[src/rtl/hs_pkg.sv]
package hs_pkg;
  // State code bit positions: {phase, xcvr, req, bus}
  localparam int unsigned CODE_W    = 4;
  localparam int unsigned BIT_BUS   = 0;
  localparam int unsigned BIT_REQ   = 1;
  localparam int unsigned BIT_XCVR  = 2;
  localparam int unsigned BIT_PHASE = 3;

  typedef logic [CODE_W-1:0] code_t;

  localparam code_t C_IDLE    = 4'b0000;
  localparam code_t C_RD_REQ  = 4'b0010;
  localparam code_t C_RD_OPEN = 4'b0110;
  localparam code_t C_RD_DONE = 4'b0111;
  localparam code_t C_RD_SHUT = 4'b0011;
  localparam code_t C_WR_OPEN = 4'b1100;
  localparam code_t C_WR_REQ  = 4'b1110;
  localparam code_t C_WR_ISO  = 4'b1010;
  localparam code_t C_WR_DONE = 4'b1011;
endpackage

[src/rtl/rst_sync.sv]
module rst_sync #(
  parameter int unsigned STAGES = 2
) (
  input  logic clk,
  input  logic arst_n,
  output logic rst_n
);
  logic [STAGES-1:0] q;

  always_ff @(posedge clk or negedge arst_n) begin
    if (!arst_n) q <= '0;
    else         q <= {q[STAGES-2:0], 1'b1};
  end

  assign rst_n = q[STAGES-1];
endmodule

[src/rtl/bit_sync.sv]
module bit_sync #(
  parameter int unsigned WIDTH  = 1,
  parameter int unsigned STAGES = 2
) (
  input  logic             clk,
  input  logic             rst_n,
  input  logic [WIDTH-1:0] d,
  output logic [WIDTH-1:0] q
);
  logic [WIDTH-1:0] stg [STAGES];

  for (genvar i = 0; i < STAGES; i++) begin : g_stage
    logic [WIDTH-1:0] src;
    if (i == 0) begin : g_first
      assign src = d;
    end else begin : g_next
      assign src = stg[i-1];
    end
    always_ff @(posedge clk or negedge rst_n) begin
      if (!rst_n) stg[i] <= '0;
      else        stg[i] <= src;
    end
  end

  assign q = stg[STAGES-1];
endmodule

[src/rtl/xfer_fsm.sv]
module xfer_fsm
  import hs_pkg::*;
(
  input  logic  clk,
  input  logic  rst_n,
  input  logic  rd_s,
  input  logic  wr_s,
  input  logic  ack_s,
  output code_t code,
  output logic  err
);
  code_t code_q, code_nxt;
  logic  err_q, err_set;
  logic  ack_d_q;
  logic  step_en, err_en;
  logic  both_idle, ack_rise;

  assign both_idle = (code_q == C_IDLE) && rd_s && wr_s;
  assign ack_rise  = ack_s && !ack_d_q;
  assign err_set   = both_idle || (ack_rise && !code_q[BIT_REQ]);

  always_comb begin
    code_nxt = code_q;
    case (code_q)
      C_IDLE: begin
        if (rd_s && wr_s)        code_nxt = C_IDLE;
        else if (rd_s && !ack_s) code_nxt = C_RD_REQ;
        else if (wr_s)           code_nxt = C_WR_OPEN;
      end
      C_RD_REQ:  if (ack_s)  code_nxt = C_RD_OPEN;
      C_RD_OPEN:             code_nxt = C_RD_DONE;
      C_RD_DONE: if (!rd_s)  code_nxt = C_RD_SHUT;
      C_RD_SHUT:             code_nxt = C_IDLE;
      C_WR_OPEN: if (!ack_s) code_nxt = C_WR_REQ;
      C_WR_REQ:  if (ack_s)  code_nxt = C_WR_ISO;
      C_WR_ISO:              code_nxt = C_WR_DONE;
      C_WR_DONE: if (!wr_s)  code_nxt = C_IDLE;
      default:               code_nxt = C_IDLE;
    endcase
  end

  assign step_en = (code_nxt != code_q);
  assign err_en  = err_set && !err_q;

  always_ff @(posedge clk or negedge rst_n) begin
    if (!rst_n)       code_q <= C_IDLE;
    else if (step_en) code_q <= code_nxt;
  end

  always_ff @(posedge clk or negedge rst_n) begin
    if (!rst_n)      err_q <= 1'b0;
    else if (err_en) err_q <= 1'b1;
  end

  always_ff @(posedge clk or negedge rst_n) begin
    if (!rst_n) ack_d_q <= 1'b0;
    else        ack_d_q <= ack_s;
  end

  assign code = code_q;
  assign err  = err_q;
endmodule

[src/rtl/bus_xfer_ctrl.sv]
module bus_xfer_ctrl
  import hs_pkg::*;
#(
  parameter int unsigned SYNC_STAGES = 2
) (
  input  logic clk,
  input  logic rst_n,
  input  logic rd_strobe,
  input  logic wr_strobe,
  input  logic dev_ack,
  output logic xcvr_en,
  output logic dev_req,
  output logic bus_ack,
  output logic proto_err
);
  localparam int unsigned IN_W = 3;

  logic            rst_sync_n;
  logic [IN_W-1:0] raw_in, sync_in;
  logic            rd_s, wr_s, ack_s;
  code_t           code;

  rst_sync #(.STAGES(SYNC_STAGES)) u_rst (
    .clk    (clk),
    .arst_n (rst_n),
    .rst_n  (rst_sync_n)
  );

  assign raw_in = {rd_strobe, wr_strobe, dev_ack};

  bit_sync #(.WIDTH(IN_W), .STAGES(SYNC_STAGES)) u_sync (
    .clk   (clk),
    .rst_n (rst_sync_n),
    .d     (raw_in),
    .q     (sync_in)
  );

  assign {rd_s, wr_s, ack_s} = sync_in;

  xfer_fsm u_fsm (
    .clk   (clk),
    .rst_n (rst_sync_n),
    .rd_s  (rd_s),
    .wr_s  (wr_s),
    .ack_s (ack_s),
    .code  (code),
    .err   (proto_err)
  );

  assign xcvr_en = code[BIT_XCVR];
  assign dev_req = code[BIT_REQ];
  assign bus_ack = code[BIT_BUS];
endmodule

[config.mk]
export PLATFORM = sky130hd
export DESIGN_NAME = bus_xfer_ctrl
export DESIGN_NICKNAME = d
export VERILOG_FILES = /design/src/rtl/hs_pkg.sv /design/src/rtl/rst_sync.sv /design/src/rtl/bit_sync.sv /design/src/rtl/xfer_fsm.sv /design/src/rtl/bus_xfer_ctrl.sv
export SDC_FILE = /design/constraint.sdc
export NUM_CORES = 1
export LEC_CHECK = 0
export BUFFER_PORTS_ARGS = -buffer_cell sky130_fd_sc_hd__buf_2
export CORE_AREA = 2 2 39 41
export CTS_CLUSTER_DIAMETER = 100
export DETAILED_ROUTE_END_ITERATION = 7
export DIE_AREA = 0 0 41 43
export HOLD_SLACK_MARGIN = 0.05
export PLACE_DENSITY = 0.6
export SETUP_SLACK_MARGIN = 0.3
export SLEW_MARGIN = 5
export SYNTH_ARGS = -nofsm -noshare
export SYNTH_HDL_FRONTEND = slang
export SYNTH_SLANG_ARGS = --single-unit
export TNS_END_PERCENT = 10
[constraint.sdc]
create_clock -name clk -period 1.7 [get_ports clk]
set_clock_uncertainty 0.2 [all_clocks]
set_input_delay 0.17 -clock clk [delete_from_list [all_inputs] [get_ports clk]]
set_output_delay 0.17 -clock clk [all_outputs]
set_load 0.1 [all_outputs]
==> impl_results.md, run 1 <==
- Status: finished, violations left
- Failing checks: negative hold slack
- Share of cells above drive strength 1: 32.2%
- Synth cell types: 22
- Port Buf Inserts: 8
- Worst Setup Slack, final: 0.294 ns
- Total Wirelength: 879 um
- Antenna Nets Post-Route: 0
- Clk_lat worst skew: 0.28 ns
- Critical Path Sink Type: register
- First-pass GRT wire length: 1610 um
- Remaining Overflow, GRT: 0
- Die X-Extent: 41 um
- Post-Syn Area: 547 sq um
- Max_cap viols: 0
- Top FF cell, synth: dfrtp_1
- CP required: ~1.7 ns
- Via count: approximately 370
- Post-synth EDFFs: 0
- Boundary Pins: 9
- # setup viols final: 0
- CP delay by family, top: flip-flops
- Net Sw Frac: 44.3%
- Endpoints failing hold: 12
- Syn Nets: 48
- Die ar.: 0.00176 sq mm
- Worst path cell trace: nor2b_4 > o21a_1 > a211o_1
- Die height: roughly 43 um
- Peak Freq: 711 MHz
- Nets: 65
- Asr flop ratio synth: between 90% and 100%
- Syn avg cell area: ~13 sq um
- Part of the power in registers: 39.6%
- Max-slew violation count: 0
- Pwr/cell area: 1760 mW/mm^2
- Initial Util: 39.5%
- Arr. time, crit path: 1.37 ns
- CP max stage delay: 0.54 ns
- Crit path launch type: register
- Gate power share: a little over two fifths
- Maximum vdd drop: ~0.74 mV
- TNS Setup: 0 ns
- Switch Pwr: around 0.56 mW
- Fin crit share: 82.7%
- Hold WS: -0.0115 ns
- Dpl hpwl: approximately 570 um
- Min-delay worst type: reg2async
- CP max FO: 11
- Post-Synthesis Cells: 43
- Setup Crit Path Kind: reg2reg
- Root Driver: clkbuf_4
- # fillers: about 130
- Clk slew on worst S/H paths: ~0.08 ns
- CTS tree: done
- RD Place Congestion: between 0.7 and 0.8
- TritonCTS Buffers: 3
- H-tree depth: 1
- 1st-iter DRT viols: 4
- Flop and latch count out of synthesis: 14
- DRC viols: 0
- P&R area growth vs syn: 30.9%
- Vias in the first global route: 383
- Internal power: 0.699 mW
- Row count: 14
- Number of diodes: 0
- Yosys Warn Count: 0
- Wire length per cell: ~12 um
- First drt pass iteration count: 4
- Setup WS pre-CTS: 0.312 ns
- Clock Power Share: a little under a fifth
- Hold Buf Count CTS: 5
- Antenna violations before repair: 0
- Clock Sinks: 14
- Vias per inst: 4.97
- GR Util All Layers: 14.4%
- P_leak: between 0.3 and 0.4 nW
- Tot Pwr: 1.26 mW
- Sequential element share of the synthesized area: approximately 64%
- Unrepaired setup endpoints after global routing: yes
- Slowest-stage cell, CP: dfrtp_4
- CTS Buffer Depth: 2
- Largest net degree at the start of global routing: 13
- Final min period: 1.41 ns
- Core footprint: 0.00138 sq mm
- CP Buf/Inv Count: 0
cells by family after synthesis:
family	synth area share, %
AND/OR/NAND/NOR	18.3
flip-flops	64.1
AO/OA/AOI/OAI	11.7
buffers and inverters	3.43
multiplexers	1.83
other	0.686
power groups by stage:
stage / clock network, mW / logic (mW) / registers (mW)
3_5_place_dp: 0 / 0.487 / 0.503
3_3_place_gp: 0 / 0.491 / 0.504
6_report: 0.234 / 0.524 / 0.498
4_1_cts: 0.245 / 0.516 / 0.498
2_1_floorplan: 0 / 0.206 / 0.722
5_1_grt: 0.257 / 0.562 / 0.516
metal layers:
layer / up-vias / global-route usage [%] / wire length, um
li1: 182 / - / -
met1: 179 / 18.7 / 398
met2: 9 / 18.4 / 420
met3: 3 / 4.71 / 32
met4: 0 / 12.0 / 28
met5: - / 0 / 0
final timing paths:
path                       depth (start not counted)  slack, ns                      from             to
min in group clk                                   0       0.15  u_sync.g_stage[1].src[0]    u_sync.q[0]
max                                                3       0.29             u_fsm.code[2]  u_fsm.code[1]
min                                                0      -0.01                u_rst.q[1]  u_fsm.code[3]
min reg2reg                                        0      -0.01                u_rst.q[1]  u_fsm.code[3]
max reg2reg                                        3       0.29             u_fsm.code[2]  u_fsm.code[1]
max in group asynchronous                          3       0.65                     rst_n     u_rst.q[1]
cell type report:
type                    instances  area (sq um)  share of cell area (%)
clock buffers                   4          36.3                    5.07
inverters                       2          7.51                    1.05
multi-input cells              26           191                    26.7
flip-flops and latches         14           357                    49.8
well taps                      16          20.0                    2.80
repair buffers                 13           104                    14.5
flip-flops by register name, summed over array words and instances, names as in the netlist:
| register | count |
|---|---|
| u_fsm.code | 4 |
| u_sync.g_stage.src | 3 |
| u_sync.q | 3 |
| u_rst.q | 2 |
| u_fsm.ack_d_q | 1 |
| u_fsm.err | 1 |
synthesized netlist by cell type (2+ instances only):
cell       n  area (sq um)
nor2_1     3          11.3
a211o_1    2          17.5
a21oi_1    2          10.0
nor2b_1    2          12.5
inv_1      2          7.51
dfrtp_1   14           350
o21ai_0    2          10.0
nand3b_1   2          15.0
worst register-to-register path, delay by kind of cell (launching register included):
| family | cells | cell delay (ns) |
|---|---|---|
| AOI/OAI and AO/OA | 2 | 0.39 |
| DFF | 1 | 0.54 |
| and+or+nand+nor | 1 | 0.16 |
cells in the final DEF (no fill, tap or decap), types with 2 or more instances in the layout:
master | netlist | routed
a21oi_1 | 2 | 2
clkbuf_4 | 0 | 4
o21ai_0 | 2 | 2
nand3b_1 | 2 | 2
buf_4 | 0 | 2
buf_2 | 0 | 4
dlygate4sd3_1 | 0 | 5
dfrtp_2 | 0 | 2
a211o_1 | 2 | 2
inv_1 | 2 | 2
dfrtp_1 | 14 | 11
nor2_1 | 3 | 3
metrics by stage:
stage / cell area, sq um / cells / util, %
after floorplan: 567 / 43 / -
final: 716 / 75 / 51.7
after global placement: 616 / 66 / 44.5
after global routing: 716 / 75 / 51.7
after CTS: 709 / 75 / 51.3
after detailed placement: 616 / 66 / 44.5
repair_timing:
action / CTS / global route
buffers inserted: 0 / 0
setup endpoints to repair: 5 / 6
gates resized for setup: 3 / 2
endpoints found under the hold margin: 17 / 12
Power figures use the tool's default switching activity.
==> run 2, diff against run 1 <==
--- a/config.mk
+++ b/config.mk
@@ -5,13 +5,14 @@
 export SDC_FILE = /design/constraint.sdc
 export NUM_CORES = 1
 export LEC_CHECK = 0
+export ABC_AREA = 1
 export BUFFER_PORTS_ARGS = -buffer_cell sky130_fd_sc_hd__buf_2
 export CORE_AREA = 2 2 39 41
 export CTS_CLUSTER_DIAMETER = 100
 export DETAILED_ROUTE_END_ITERATION = 7
 export DIE_AREA = 0 0 41 43
 export HOLD_SLACK_MARGIN = 0.05
-export PLACE_DENSITY = 0.6
+export PLACE_DENSITY = 0.61
 export SETUP_SLACK_MARGIN = 0.3
 export SLEW_MARGIN = 5
 export SYNTH_ARGS = -nofsm -noshare
==> constraint.sdc (replaced) <==
create_clock -name clk -period 1.32 [get_ports clk]
set_clock_uncertainty 0.2 [all_clocks]
set_input_delay 0.132 -clock clk [delete_from_list [all_inputs] [get_ports clk]]
set_output_delay 0.132 -clock clk [all_outputs]
set_load 0.1 [all_outputs]
==> run 2 against run 1 <==
Effect of this change:
- the run ends with negative hold slack, negative setup slack left
- clock-buffer cell count shrank 1
- utilization up 4.2 points
- critical path depth is 2 lower
- cell count rose by 21%
- sequential share of layout area fell by 3.0 points
- design area up 8.2%
- register-to-register slack worse by 0.22 ns
- non-clock buffer count is the same
- via count rose by 14%
- global-route usage grew 0.18 points
- critical path type is now reg2out
- largest power group unchanged
==> impl_results.md, run 2 <==
- Status: finished, violations left (unchanged)
- Failing checks: negative hold slack, negative setup slack (was negative hold slack)
- Min-delay worst type: reg2async (unchanged)
- Die height: 43 um (unchanged)
- Wire length per cell: 9.92 um (was 11.7 um)
- Design area: 774 sq um (was 716 sq um)
- Endpoints failing hold: 12 (unchanged)
- Nets: 82 (was 65)
- Critical Path Sink Type: output port (was register)
- Boundary Pins: 9 (unchanged)
- GR Util All Layers: 14.5% (was 14.4%)
- Clock Power Share: 13.1% (was 18.6%)
- Root Driver: clkbuf_4 (unchanged)
- Yosys Warn Count: 0 (unchanged)
- Net Sw Frac: 46.2% (was 44.3%)
- Tot Pwr: 1.73 mW (was 1.26 mW)
- Max-slew violation count: 0 (unchanged)
- Number of diodes: 0 (unchanged)
- Port Buf Inserts: 8 (unchanged)
- CP max FO: 7 (was 11)
- Flop and latch count out of synthesis: 14 (unchanged)
- Worst Setup Slack, final: -0.00538 ns (was 0.294 ns)
- Arr. time, crit path: 0.99 ns (was 1.37 ns)
- Syn avg cell area: 9.37 sq um (was 12.7 sq um)
- Setup Crit Path Kind: reg2out (was reg2reg)
- Switch Pwr: 0.799 mW (was 0.557 mW)
- Hold WS: -0.0109 ns (was -0.0115 ns)
- RD Place Congestion: 0.771 (was 0.722)
- Final Util: 56.0% (was 51.7%)
- Crit path launch type: register (unchanged)
- H-tree depth: 1 (unchanged)
- Unrepaired setup endpoints after global routing: yes (unchanged)
- TritonCTS Buffers: 3 (unchanged)
- Dpl hpwl: 672 um (was 568 um)
- Clk_lat worst skew: 0.27 ns (was 0.28 ns)
- CP Buf/Inv Count: 1 (was 0)
- Via count: 425 (was 373)
- Max reg flops: 4 (unchanged)
- CP delay by family, top: flip-flops (unchanged)
- Clock Sinks: 14 (unchanged)
- Top cell type's share of synthesized area: 63.3% (was 64.1%)
- Largest net degree at the start of global routing: 13 (unchanged)
- Synth cell count leaders: dfrtp_1 (14), nand2_1 (14), nor2_1 (6) (was dfrtp_1 (14), nor2_1 (3))
- Antenna Nets Post-Route: 0 (unchanged)
- # fillers: 117 (was 127)
- P&R area growth vs syn: 40.0% (was 30.9%)
- Remaining Overflow, GRT: 0 (unchanged)
- Share of cells above drive strength 1: 34.7% (was 32.2%)
- Max_cap viols: 0 (unchanged)
- Peak Freq: 755 MHz
- P_leak: 0.380 nW (was 0.320 nW)
- Post-CTS Setup Bufs: 0 (unchanged)
- Initial Util: 40.0% (was 39.5%)
- Die ar.: 0.00176 sq mm (unchanged)
- CTS Buffer Depth: 2 (unchanged)
- CTS tree: done (unchanged)
- Top FF cell, synth: dfrtp_1 (unchanged)
- Worst path cell trace: buf_12 (was nor2b_4 > o21a_1 > a211o_1)
- Synth cell types: 15 (was 22)
- Area post-placement: 694 sq um (was 616 sq um)
- Maximum vdd drop: 1.66 mV (was 0.745 mV)
- DRC viols: 0 (unchanged)
- Row count: 14 (unchanged)
- Commonest cells after routing, fill and taps aside: nand2_1 (13), dfrtp_1 (10), nor2_1 (6) (was dfrtp_1 (11), dlygate4sd3_1 (5), clkbuf_4 (4), buf_2 (4), nor2_1 (3))
- Ranking of synthesized cells by area: dfrtp_1 (63%), nand2_1 (9.5%), nor2_1 (4.1%) (was dfrtp_1 (64%), a211o_1 (3.2%), nand3b_1 (2.7%))
- Commonest non-fill, non-tap cell in the layout: nand2_1 (was dfrtp_1)
- Part of the power in registers: 38.6% (was 39.6%)
- Syn Nets: 64 (was 48)
- Fin crit share: 100%
- Die X-Extent: 41 um (unchanged)
- Core footprint: 0.00138 sq mm (unchanged)
- # setup viols final: 1 (was 0)
- Final min period: 1.33 ns
- 1st-iter DRT viols: 3 (was 4)
- Pwr/cell area: 2230 mW/mm^2 (was 1760 mW/mm^2)
- CP required: 0.99 ns (was 1.67 ns)
- Vias per inst: 4.67 (was 4.97)
- Hold Buf Count CTS: 5 (unchanged)
- Post-Synthesis Cells: 59 (was 43)
- Clk slew on worst S/H paths: 0.07 ns (was 0.08 ns)
- Asr flop ratio synth: 100% (unchanged)
- Antenna violations before repair: 0 (unchanged)
- Setup WS pre-CTS: 0.0774 ns (was 0.312 ns)
- First drt pass iteration count: 2 (was 4)
- Post-synth EDFFs: 0 (unchanged)
- Sequential element share of the synthesized area: 63.3% (was 64.1%)
- Multi-input gate area: 181 sq um (was 191 sq um)
- Total Wirelength: 903 um (was 879 um)
- Slowest-stage cell, CP: dfrtp_4 (unchanged)
- Internal power: 0.932 mW (was 0.699 mW)
- Post-Syn Area: 553 sq um (was 547 sq um)
- First-pass GRT wire length: 1570 um (was 1610 um)
- FF+latch area: 363 sq um (was 357 sq um)
- CP max stage delay: 0.53 ns (was 0.54 ns)
- Vias in the first global route: 416 (was 383)
- Cell taking the most area after synthesis: dfrtp_1 (unchanged)
- Gate power share: 48.3% (was 41.7%)
[run 2: changes by cell type after synthesis, sizes merged, moves of 2 or more]
cell,delta
o211ai,+2
nand2,+15
nand3,+3
nor2,+5
nor2b,-2
nand4,+2
inv,+6
a211o,-2
[run 2: what timing repair did]
action	4_1_cts	5_1_grt
hold endpoints to repair	17	7
gates resized for setup	1	1
endpoints found under the setup margin	9	11
gates cloned	0	0
pin swaps	2	0
[run 2: worst paths after layout]
path                                      end  depth (start not counted)  slack, ns                startpoint
worst min register to register  u_fsm.code[3]                          0      -0.01                u_rst.q[1]
worst max-delay path                  dev_req                          1     -0.005             u_fsm.code[1]
worst min-delay path            u_fsm.code[3]                          0      -0.01                u_rst.q[1]
worst max register to register  u_fsm.code[2]                          5       0.07             u_fsm.code[2]
min in group clk                  u_sync.q[0]                          0       0.16  u_sync.g_stage[1].src[0]
max in group asynchronous       u_fsm.code[2]                          0       0.58                u_rst.q[1]
[run 2: area by class of cell]
type | count | share of cell area [%]
inverter | 9 | 4.52
timing repair buffer | 13 | 19.7
multi-input combinational | 36 | 23.4
clock buffer | 3 | 2.91
tap | 16 | 2.58
sequential | 14 | 46.8
[run 2: logic make-up after synthesis]
group	Yosys count	share of synthesized area (%)
and+or+nand+nor	31	25.3
DFF	14	63.3
buffers and inverters	9	6.11
AOI/OAI and AO/OA	4	4.52
other	1	0.678
[run 2: per-layer routing]
metal | wire, um | global-route usage, %
met1 | 382 | 15.8
met2 | 462 | 21.6
met3 | 30 | 4.71
met4 | 27 | 12.0
met5 | 0 | 0
[run 2: through the flow]
stage / instances / setup TNS [ns]
after floorplan: 59 / -0.0167
after global placement: 83 / 0
after detailed placement: 83 / 0
after CTS: 91 / -0.0380
after global routing: 91 / -0.0904
final: 91 / -0.00538
[run 2: power groups by stage]
stage | clock network [mW] | logic [mW] | registers (mW)
floorplan | 0 | 0.289 | 0.938
global placement | 0 | 0.817 | 0.675
detailed placement | 0 | 0.817 | 0.682
CTS | 0.242 | 0.838 | 0.672
global route | 0.256 | 0.895 | 0.686
finish | 0.227 | 0.835 | 0.668
